File: config.mk
export PLATFORM = sky130hd
export DESIGN_NAME = ttx_inserter
export DESIGN_NICKNAME = d
export VERILOG_FILES = /design/src/rtl/ttx_pkg.sv /design/src/rtl/ttx_bit_timer.sv /design/src/rtl/ttx_window_ctrl.sv /design/src/rtl/ttx_sample_pipe.sv /design/src/rtl/ttx_inserter.sv
export SDC_FILE = /design/constraint.sdc
export NUM_CORES = 1
export LEC_CHECK = 0
export ABC_CLOCK_PERIOD_IN_PS = 4000
export CORE_MARGIN = 5
export CORE_UTILIZATION = 40
export DETAILED_ROUTE_END_ITERATION = 8
export PLACE_DENSITY = 0.75
export SYNTH_ARGS = -nofsm -noshare
export SYNTH_HDL_FRONTEND = slang
export SYNTH_SLANG_ARGS = --single-unit
File: constraint.sdc
create_clock -name clk -period 4 [get_ports clk]
set_input_delay 0.4 -clock clk [delete_from_list [all_inputs] [get_ports clk]]
set_output_delay 0.4 -clock clk [all_outputs]
set_load 0.01 [all_outputs]
File: src/rtl/ttx_pkg.sv
// Package: shared types and window lengths for the teletext inserter.
// Assumes the standard code is the 2-bit value presented on std_sel.
package ttx_pkg;

    typedef enum logic [1:0] {
        STD_WST625 = 2'd0,
        STD_WST525 = 2'd1,
        STD_NABTS  = 2'd2,
        STD_OFF    = 2'd3
    } ttx_std_e;

    localparam int CNT_W = 9;

    // Returns the number of bits (including run-in) for a standard; 0 = off.
    function automatic logic [CNT_W-1:0] window_bits(input ttx_std_e std);
        case (std)
            STD_WST625: window_bits = 9'd360;
            STD_WST525: window_bits = 9'd296;
            STD_NABTS:  window_bits = 9'd288;
            default:    window_bits = 9'd0;
        endcase
    endfunction

endpackage

File: src/rtl/ttx_bit_timer.sv
// Bit-period grid generator. A fractional accumulator adds BIT_NUM per
// clock modulo BIT_DEN and flags a carry whenever it wraps, so carries
// occur BIT_NUM times per BIT_DEN clocks. restart zeroes the phase.
// Assumes 0 < BIT_NUM < BIT_DEN.
module ttx_bit_timer #(
    parameter int BIT_NUM = 37,
    parameter int BIT_DEN = 144
) (
    input  logic clk,
    input  logic rst_n,
    input  logic restart,
    output logic carry
);
    localparam int ACC_W = $clog2(BIT_DEN) + 1;
    localparam logic [ACC_W-1:0] STEP = ACC_W'(BIT_NUM);
    localparam logic [ACC_W-1:0] WRAP = ACC_W'(BIT_DEN - BIT_NUM);

    logic [ACC_W-1:0] acc;

    // Carry when adding one more step would reach the modulus.
    assign carry = (acc >= WRAP);

    // Advance the phase accumulator, wrapping on carry.
    always_ff @(posedge clk) begin
        if (!rst_n)       acc <= '0;
        else if (restart) acc <= '0;
        else if (carry)   acc <= acc - WRAP;
        else              acc <= acc + STEP;
    end
endmodule

File: src/rtl/ttx_window_ctrl.sv
// Insertion window control. On each line start it checks the field's
// line mask and opens a window whose length follows the standard. It
// issues one registered request pulse per timer carry until the window
// count is reached. Assumes line_start is a single-cycle strobe.
module ttx_window_ctrl
    import ttx_pkg::*;
#(
    parameter int MASK_N = 32,
    localparam int LINE_W = $clog2(MASK_N)
) (
    input  logic              clk,
    input  logic              rst_n,
    input  logic              line_start,
    input  logic              line_valid,
    input  logic              field_id,
    input  logic [LINE_W-1:0] line_idx,
    input  logic [MASK_N-1:0] mask_f0,
    input  logic [MASK_N-1:0] mask_f1,
    input  ttx_std_e          std_sel,
    input  logic              block,
    input  logic              carry,
    output logic              active,
    output logic              req_q
);
    logic [CNT_W-1:0] len_now;
    logic [CNT_W-1:0] len_q;
    logic [CNT_W-1:0] cnt;
    logic             mask_bit;
    logic             hit;
    logic             fire;

    // Select the mask bit of the current field and qualify the line.
    always_comb begin
        len_now  = window_bits(std_sel);
        mask_bit = field_id ? mask_f1[line_idx] : mask_f0[line_idx];
        hit      = line_valid && !block && (len_now != '0) && mask_bit;
        fire     = active && carry && !block;
    end

    // Open, count and close the insertion window.
    always_ff @(posedge clk) begin
        if (!rst_n) begin
            active <= 1'b0;
            cnt    <= '0;
            len_q  <= '0;
        end else if (line_start) begin
            active <= hit;
            cnt    <= '0;
            len_q  <= len_now;
        end else if (fire) begin
            cnt <= cnt + 1'b1;
            if (cnt == len_q - 1'b1) active <= 1'b0;
        end
    end

    // Register the request pulse so the pin is glitch-free.
    always_ff @(posedge clk) begin
        if (!rst_n) req_q <= 1'b0;
        else        req_q <= fire;
    end
endmodule

File: src/rtl/ttx_sample_pipe.sv
// Response sampler. Delays each request pulse through a shift chain and
// captures the serial input when the pulse reaches the tap chosen by
// delay_sel; tap 0 is the undelayed request. Assumes ttx_in is
// synchronous to clk.
module ttx_sample_pipe #(
    parameter int DLY_W = 4,
    localparam int DEPTH = (1 << DLY_W) - 1
) (
    input  logic             clk,
    input  logic             rst_n,
    input  logic             req_q,
    input  logic [DLY_W-1:0] delay_sel,
    input  logic             ttx_in,
    output logic             bit_out,
    output logic             bit_valid
);
    logic [DEPTH-1:0] dly;
    logic [DEPTH:0]   taps;
    logic             tap;

    // Shift chain: each stage holds the request one cycle later.
    for (genvar i = 0; i < DEPTH; i++) begin : g_stage
        if (i == 0) begin : g_first
            // First stage follows the live request.
            always_ff @(posedge clk) begin
                if (!rst_n) dly[0] <= 1'b0;
                else        dly[0] <= req_q;
            end
        end else begin : g_next
            // Later stages follow the previous stage.
            always_ff @(posedge clk) begin
                if (!rst_n) dly[i] <= 1'b0;
                else        dly[i] <= dly[i-1];
            end
        end
    end

    // Pick the tap for the programmed latency.
    always_comb begin
        taps = {dly, req_q};
        tap  = taps[delay_sel];
    end

    // Capture the data bit and raise the strobe for one cycle.
    always_ff @(posedge clk) begin
        if (!rst_n) begin
            bit_out   <= 1'b0;
            bit_valid <= 1'b0;
        end else begin
            bit_valid <= tap;
            if (tap) bit_out <= ttx_in;
        end
    end
endmodule

File: src/rtl/ttx_inserter.sv
// Teletext bit request inserter (top). Combines the bit-grid timer,
// the window controller and the response sampler, and muxes the request
// pin between request pulses and a half-rate clock. Assumes all inputs
// are synchronous to the crystal clock.
module ttx_inserter
    import ttx_pkg::*;
#(
    parameter int MASK_N  = 32,
    parameter int DLY_W   = 4,
    parameter int BIT_NUM = 37,
    parameter int BIT_DEN = 144,
    localparam int LINE_W = $clog2(MASK_N)
) (
    input  logic              clk,
    input  logic              rst_n,
    input  logic              line_start,
    input  logic              line_valid,
    input  logic              field_id,
    input  logic [LINE_W-1:0] line_idx,
    input  logic [MASK_N-1:0] mask_f0,
    input  logic [MASK_N-1:0] mask_f1,
    input  logic [1:0]        std_sel,
    input  logic [DLY_W-1:0]  req_delay,
    input  logic              clk_out_sel,
    input  logic              ttx_in,
    output logic              ttx_req,
    output logic              bit_out,
    output logic              bit_valid
);
    logic carry;
    logic win_active;
    logic req_q;
    logic half_q;

    ttx_bit_timer #(.BIT_NUM(BIT_NUM), .BIT_DEN(BIT_DEN)) u_timer (
        .clk     (clk),
        .rst_n   (rst_n),
        .restart (line_start),
        .carry   (carry)
    );

    ttx_window_ctrl #(.MASK_N(MASK_N)) u_win (
        .clk        (clk),
        .rst_n      (rst_n),
        .line_start (line_start),
        .line_valid (line_valid),
        .field_id   (field_id),
        .line_idx   (line_idx),
        .mask_f0    (mask_f0),
        .mask_f1    (mask_f1),
        .std_sel    (ttx_std_e'(std_sel)),
        .block      (clk_out_sel),
        .carry      (carry),
        .active     (win_active),
        .req_q      (req_q)
    );

    ttx_sample_pipe #(.DLY_W(DLY_W)) u_pipe (
        .clk       (clk),
        .rst_n     (rst_n),
        .req_q     (req_q),
        .delay_sel (req_delay),
        .ttx_in    (ttx_in),
        .bit_out   (bit_out),
        .bit_valid (bit_valid)
    );

    // Half-rate clock: a toggle flop running from reset release.
    always_ff @(posedge clk) begin
        if (!rst_n) half_q <= 1'b0;
        else        half_q <= ~half_q;
    end

    // Pin function select.
    assign ttx_req = clk_out_sel ? half_q : req_q;
endmodule

==> results.tsv, run 1 <==
metric	value	unit
drc	0	
tns	0	ps
synth-edff-count	0	
synthSimpleGateAreaFrac	19.9	%
post-cts-setup-buffers	0	
place_ws	1240	ps
fin_crit	2450	ps
synth.distinct_cells	45	
clockBufferDepth	2	
peakVddDrop	0.262	mV
cp_data_required_time	4180	ps
vias	2197	
start_util	41.5	%
power_leakage	0.00130	uW
final_common_cell	clkdlybuf4s50_1	
clkSlewWorstSetupHoldPaths	80	ps
period_share	61.2	%
cp_max_fo	19	
globalRouteOverflowTotal	0	
slew_violations	0	
endpoint_kind	register	
core	5990	sq um
cts_num_sinks	41	
critical_path_class	input pin to register	
synth_top_family_by_area	multiplexers	
hold_class	register to register	
dieArea	7890	sq um
area_growth	40.5	%
synthesis.area	2490	sq um
chipHeight	88.8	um
wirelength	5800	um
synth.area.top_cells	dfxtp_1, mux4_2, mux2i_1	
critPathLaunchType	input pin	
drive_gt1_share	8.81	%
diodes	0	
cts_tree	built	
yosys.area_share.adder	1.51	%
grt_pass1_vias	2293	
finalHoldViolations	0	
grt_usage	15.5	%
root_buffer	clkbuf_8	
grt_pass1_wl	9680	um
synthXorXnorAreaFrac	2.67	%
syn_avg_cell_area	9.98	sq um
die_x	88.8	um
synth_top_area_cell	dfxtp_1	
dp_hpwl	4620	um
nNetsFinal	413	
max-slew-margin-rel	30.5	%
synth_compound_area_share	12.5	%
grt_max_degree	26	
setup_ws	1550	ps
ant_nets	0	
numPortBuffers	84	
clock.fmax	0.409	GHz
viasPerCell	5.44	
synth_top_area_share	33.0	%
drtIter0Drc	78	
worstHoldStart	half_q$_SDFF_PN0_	
setup_viol	0	
muxShareOfSynthArea	26.6	%
synth_nets	334	
cellPowerDensity	284	nW/um^2
wl_per_cell	14.3	um
tightestPinTransition	1040	ps
worstSkewPairLatency	290	ps
top_level_ports	85	
reg2reg_from	u_timer.acc[0]$_SDFF_PP0_	
synth_top_flop_cell	dfxtp_1	
ys_ff_latch	41	
post_cts_resized	0	
rsz0062_at_grt	no	
antenna_found_initial	0	
cap_violations	0	
yosysSeqAreaShare	33.0	%
synthArstFlopShare	0	%
synth_cells	249	
nFillCells	520	
htreeDepth	2	
clock_skew	5.45	ps
first_pass_iters	4	
row_count	28	
status	finished clean	
crit_path_start	line_idx[1]	
final_cell_mix	clkdlybuf4s50_1, dfxtp_1, mux2i_1, a21oi_1, and2_1	
cts_hold_buffers	0	
crit_arrival	2630	ps
yosysWarnings	0	
numCtsBuffers	5	
routabilityCongestion	0.875	
[routing by layer]
layer,wire [um],global-route usage [%]
met1,2260,16.4
met2,2920,28.2
met3,539,4.93
met4,82,6.18
met5,0,0
[path summary, 6_finish.rpt]
path	slack, ps	cells past startpoint	end
worst max-delay path	1550	7	u_win.active$_SDFFE_PN0P_
worst min-delay path	420	1	half_q$_SDFF_PN0_
worst max register to register	1900	6	u_win.cnt[8]$_SDFFE_PP0P_
worst min register to register	420	1	half_q$_SDFF_PN0_
[synthesized netlist by cell type (2+ instances only)]
cell	count
or2_2	2
nor2_1	13
mux4_1	4
nand2b_1	5
nand3_1	7
a22oi_1	5
buf_4	2
o31ai_1	5
nand4_1	3
nand4b_1	4
o21a_1	2
and2_1	17
buf_2	4
a21oi_1	18
mux2i_1	24
xnor2_1	3
xor2_1	2
o211a_1	2
a31oi_1	2
inv_1	7
or4_1	6
nor2b_1	7
ha_1	3
nand2_1	13
clkbuf_1	6
o21ai_0	7
mux2_2	2
dfxtp_1	41
mux4_2	13
o211ai_1	2
nor4_1	3
or3b_2	2
[worst max-delay path, stage by stage]
cell and delay [ps]:
clkdlybuf4s50_1 1160, buf_4 290, mux4_2 300, mux2i_1 170, a22oi_1 100, nand4b_1 100
o211ai_1 90
[layout make-up]
class	count	area, sq um	share of cell area (%)
clock inverters	3	65.1	1.86
flip-flops and latches	41	821	23.5
clock buffers	5	68.8	1.97
well taps	75	93.8	2.69
inverters	7	26.3	0.752
multi-input cells	188	1570	44.9
repair buffers	85	848	24.3
[state kept, by name (all words and copies together) (netlist names)]
signal / flops
u_win.len_q: 3
half_q: 1
u_win.req_q: 1
u_win.active: 1
u_pipe.bit_valid: 1
u_timer.acc: 9
u_pipe.bit_out: 1
u_win.cnt: 9
u_pipe.dly: 15
[per-stage QoR]
step	util, %	power, uW	hold WS (ps)	instance area (sq um)	instances
3_5_place_dp	56.1	613	418	3360	396
6_report	58.3	993	422	3490	404
3_3_place_gp	56.1	610	396	3360	396
5_1_grt	58.3	1040	449	3490	404
4_1_cts	58.3	1010	429	3490	404
2_1_floorplan	-	516	386	2490	249
[power by group]
group	switching [uW]	total [uW]	internal (uW)
clock	144	391	248
sequential	8.18	422	413
combinational	56.8	180	123
total	209	993	785
[cell families (layout without fill, tap and decap cells)]
group / count (synthesis) / after routing
simple gates: 87 / 87
fa+ha+maj: 3 / 3
flops: 41 / 41
xor+xnor: 6 / 6
compound gates: 49 / 49
buf+inv: 20 / 100
mux: 43 / 43
(Power assumes the default switching activity.)
==> run 2: changes to the inputs <==
--- a/config.mk
+++ b/config.mk
@@ -5,7 +5,7 @@
 export SDC_FILE = /design/constraint.sdc
 export NUM_CORES = 1
 export LEC_CHECK = 0
-export ABC_CLOCK_PERIOD_IN_PS = 4000
+export ABC_CLOCK_PERIOD_IN_PS = 2500
 export CORE_MARGIN = 5
 export CORE_UTILIZATION = 40
 export DETAILED_ROUTE_END_ITERATION = 8
==> constraint.sdc (replaced) <==
create_clock -name clk -period 2.5 [get_ports clk]
set_input_delay 0.25 -clock clk [delete_from_list [all_inputs] [get_ports clk]]
set_output_delay 0.25 -clock clk [all_outputs]
set_load 0.01 [all_outputs]
==> run 2 against run 1 <==
Wire length is 2.2% higher. Power is 52% higher. Die area stayed put. Via count is 1.0% higher. First-iteration DRC count is 10% lower. Sequential power is 60% higher. Clock skew is 1.4 ps lower.
==> results.tsv, run 2 (synthesis gave the netlist of run 1 again) <==
metric	value	unit
max-slew-margin-rel	64.6	%
post-cts-setup-buffers	0	
routabilityCongestion	0.826	
grt_pass1_vias	2256	
largest_reg_flops	15	
cp_max_fo	18	
cts_num_sinks	41	
rsz0062_at_grt	no	
period_share	82.9	%
drtIter0Drc	70	
max_flop_register	u_pipe.dly	
fin_crit	2070	ps
nFillCells	512	
dieArea	7890	sq um
finalHoldViolations	0	
clock.fmax	0.483	GHz
area_growth	41.5	%
cellPowerDensity	428	nW/um^2
critPathLaunchType	register	
final_cell_mix	clkdlybuf4s50_1, dfxtp_1, mux2i_1, a21oi_1, and2_1	
clkSlewWorstSetupHoldPaths	80	ps
diodes	0	
finalHoldWorstSlack	418	ps
drive_gt1_share	9.91	%
die_x	88.8	um
grt_max_degree	25	
cp_data_required_time	2730	ps
row_count	28	
seqCellArea	821	sq um
wirelength	5920	um
antenna_found_initial	0	
core	5990	sq um
dp_hpwl	4880	um
clockBufferDepth	2	
numCtsBuffers	5	
top_level_ports	85	
globalRouteOverflowTotal	0	
critical_path_class	register to register	
wl_per_cell	14.5	um
clock_skew	4.09	ps
cts_hold_buffers	0	
htreeDepth	2	
viasPerCell	5.44	
slew_violations	0	
final_common_cell	clkdlybuf4s50_1	
setup_viol	0	
cts_tree	built	
numPortBuffers	84	
chipHeight	88.8	um
start_util	41.5	%
drc	0	
grt_usage	15.7	%
cap_violations	0	
tightestPinTransition	531	ps
status	finished clean	
ant_nets	0	
top_regs	u_pipe.dly x15, u_timer.acc x9, u_win.cnt x9	
crit_arrival	2300	ps
place_ws	215	ps
setup_ws	429	ps
peakVddDrop	0.240	mV
endpoint_kind	register	
grt_pass1_wl	9730	um
power_leakage	0.00131	uW
nNetsFinal	417	
multi_input_area	1570	sq um
vias	2220	
hold_class	register to register	
worstSkewPairLatency	290	ps
post_cts_resized	0	
tns	0	ps
root_buffer	clkbuf_8	
first_pass_iters	4	
run 2: cell count changes in the layout (fill, tap and decap cells not counted), sizes merged:
| cell | before | now |
|---|---|---|
| bufinv | 2 | 1 |
| buf | 1 | 5 |
| clkinvlp | 0 | 1 |
run 2: final cells by class:
class | instances | share of cell area (%)
clock buffers | 5 | 1.96
clock inverters | 3 | 1.32
inverters | 7 | 0.747
multi-input cells | 188 | 44.6
flip-flops and latches | 41 | 23.3
well taps | 75 | 2.67
repair buffers | 89 | 25.3
run 2: path summary, 6_finish.rpt:
kind                                                 from                        end  slack [ps]  cells past startpoint
worst max-delay path            u_timer.acc[0]$_SDFF_PP0_  u_win.cnt[8]$_SDFFE_PP0P_         430                      6
worst min-delay path                    half_q$_SDFF_PN0_          half_q$_SDFF_PN0_         420                      1
worst max register to register  u_timer.acc[0]$_SDFF_PP0_  u_win.cnt[8]$_SDFFE_PP0P_         430                      6
worst min register to register          half_q$_SDFF_PN0_          half_q$_SDFF_PN0_         420                      1
run 2: critical path, stage by stage, from the launching register on:
cell     delay [ps]
dfxtp_1         400
ha_1            260
a211o_1         190
a21oi_1          80
o21a_1          370
or4_1           570
a21oi_1         150
run 2: per-stage QoR:
stage	cell area (sq um)	std cells	utilization [%]	total power [uW]
after detailed placement	3400	400	56.8	986
after CTS	3520	408	58.7	1530
final	3520	408	58.7	1500
after floorplan	2490	249	-	826
after global routing	3520	408	58.7	1580
after global placement	3400	400	56.8	982
run 2: power breakdown:
part | switching [uW] | leakage, uW | internal (uW)
registers | 12.8 | 0.000332 | 661
logic | 91.4 | 0.000922 | 202
clock network | 238 | 0.0000543 | 299
total | 343 | 0.00131 | 1160
run 2: per-layer routing:
metal / up-vias / global-route usage, % / routed length, um
met2: 86 / 28.9 / 3000
met4: 0 / 5.91 / 129
met5: - / 0 / 0
met1: 1018 / 16.5 / 2260
met3: 12 / 5.03 / 535
li1: 1104 / - / -
==> run 3: changes to the inputs <==
--- a/config.mk
+++ b/config.mk
@@ -5,11 +5,11 @@
 export SDC_FILE = /design/constraint.sdc
 export NUM_CORES = 1
 export LEC_CHECK = 0
-export ABC_CLOCK_PERIOD_IN_PS = 2500
+export ABC_CLOCK_PERIOD_IN_PS = 1700
 export CORE_MARGIN = 5
 export CORE_UTILIZATION = 40
 export DETAILED_ROUTE_END_ITERATION = 8
-export PLACE_DENSITY = 0.75
+export PLACE_DENSITY = 0.78
 export SYNTH_ARGS = -nofsm -noshare
 export SYNTH_HDL_FRONTEND = slang
 export SYNTH_SLANG_ARGS = --single-unit
==> constraint.sdc (replaced) <==
create_clock -name clk -period 1.7 [get_ports clk]
set_input_delay 0.17 -clock clk [delete_from_list [all_inputs] [get_ports clk]]
set_output_delay 0.17 -clock clk [all_outputs]
set_load 0.01 [all_outputs]
==> run 3 against run 2 <==
Clock-buffer cell count stayed put. Wire length up 14%. First-iteration DRC count is 46% higher. Power up 52%. Setup slack lost 400 ps. Sequential power grew 46%. Global-route usage grew 2.0 points. Combinational power is 73% higher. Utilization grew 6.1 points. Flip-flop and latch count stayed put. Register-to-register slack got worse by 400 ps. Critical endpoint is now u_win.cnt[2]$_SDFFE_PP0P_. Largest power group unchanged.
==> results.tsv, run 3 (synthesis gave the netlist of run 1 again) <==
metric	value	unit
numPortBuffers	84	
drc	0	
final_common_cell	clkdlybuf4s50_1	
wl_per_cell	15.4	um
rsz0062_at_grt	yes	
endpoint_kind	register	
reg2reg_setup_slack	30	ps
numCtsBuffers	5	
viasPerCell	5.52	
root_buffer	clkbuf_8	
antenna_found_initial	0	
crit_arrival	1910	ps
area_growth	56.3	%
start_util	41.5	%
die_x	88.8	um
dpl.cell_count	427	
routabilityCongestion	0.870	
core	5990	sq um
vias	2417	
cts_num_sinks	41	
finalHoldWorstSlack	412	ps
fin_crit	1670	ps
critPathLaunchType	register	
rr_worst_depth	6	
worstHoldStart	half_q$_SDFF_PN0_	
chipHeight	88.8	um
setup_ws	30.3	ps
cap_violations	0	
peakVddDrop	0.463	mV
max_flop_register	u_pipe.dly	
clkSlewWorstSetupHoldPaths	90	ps
tns	0	ps
drtIter0Drc	102	
nNetsFinal	447	
clock_skew	7.47	ps
cp_data_required_time	1940	ps
grt_pass1_wl	10900	um
htreeDepth	2	
cts_tree	built	
fin_cells	438	
hold_end	half_q$_SDFF_PN0_	
row_count	28	
largest_reg_flops	15	
cp_max_fo	7	
ant_nets	0	
tightestPinTransition	312	ps
slew_violations	0	
rr_endpoint	u_win.cnt[2]$_SDFFE_PP0P_	
diodes	0	
clockBufferDepth	2	
cellPowerDensity	588	nW/um^2
grt_pass1_vias	2461	
critical_path_class	register to register	
hold_depth	1	
wirelength	6730	um
max-slew-margin-rel	79.1	%
grt_usage	17.7	%
dieArea	7890	sq um
status	finished clean	
clock.fmax	0.599	GHz
first_pass_iters	4	
top_level_ports	85	
final_cell_mix	clkdlybuf4s50_1, dfxtp_1, buf_4, mux2i_1, and2_1	
power_leakage	0.00150	uW
grt_max_degree	20	
globalRouteOverflowTotal	0	
setup_viol	0	
worstSkewPairLatency	300	ps
period_share	98.2	%
drive_gt1_share	22.6	%
dp_hpwl	5350	um
top_regs	u_pipe.dly x15, u_timer.acc x9, u_win.cnt x9	
place_ws	-532	ps
finalHoldViolations	0	
hold_class	register to register	
reg2reg_from	u_timer.acc[1]$_SDFF_PP0_	
## run 3: timing repair
action	in CTS	in global routing
endpoints found under the setup margin	13	13
resized for setup	7	22
pin swaps	6	10
setup buffers	1	0
gates cloned	1	1
hold buffers	0	0
## run 3: per-layer routing
metal / global-route usage, % / vias to the layer above / share of wire [%]
met4: 6.04 / 0 / 1.6
met3: 6.52 / 10 / 11
li1: - / 1165 / -
met5: 0 / - / 0
met2: 32.5 / 109 / 52
met1: 18.3 / 1133 / 36
## run 3: critical path, cell delays in order (launching register included)
cell and delay (ps):
dfxtp_4 370, ha_4 130, a211o_1 170, a21oi_4 90, o21a_1 270, or4_1 430, a21oi_1 150
## run 3: where the power goes
part	internal, uW	switching, uW	leakage [uW]
Sequential	972	9.18	0.000334
Clock	439	357	0.0000543
Combinational	341	168	0.00111
## run 3: metrics by stage
stage	util (%)	power [uW]	instance area [sq um]
floorplan	-	1210	2500
CTS	63.1	2280	3780
finish	64.8	2290	3880
global placement	60.8	1480	3640
detailed placement	60.8	1500	3640
global route	64.8	2390	3880
## run 3: worst max-delay path by stage
stage	start	end	slack, ps	cells after the start
final	u_timer.acc[1]$_SDFF_PP0_	u_win.cnt[2]$_SDFFE_PP0P_	30	6
after detailed placement	req_delay[0]	u_pipe.bit_out$_SDFFE_PN0P_	-530	5
after CTS	u_win.len_q[3]$_SDFFE_PN0P_	u_win.active$_SDFFE_PN0P_	0.3	7
after floorplan	u_timer.acc[1]$_SDFF_PP0_	u_win.cnt[5]$_SDFFE_PP0P_	10	7
after global routing	u_timer.acc[1]$_SDFF_PP0_	u_win.cnt[5]$_SDFFE_PP0P_	-40	7
after global placement	req_delay[0]	u_pipe.bit_out$_SDFFE_PN0P_	-420	5
## run 3: final cells by class
| class | instances | area [sq um] |
|---|---|---|
| Clock buffer | 5 | 68.8 |
| Clock inverter | 3 | 46.3 |
| Fill cell | 503 | 2110 |
| Inverter | 7 | 26.3 |
| Multi-Input combinational cell | 189 | 1660 |
| Sequential cell | 41 | 830 |
| Tap cell | 75 | 93.8 |
| Timing Repair Buffer | 118 | 1160 |
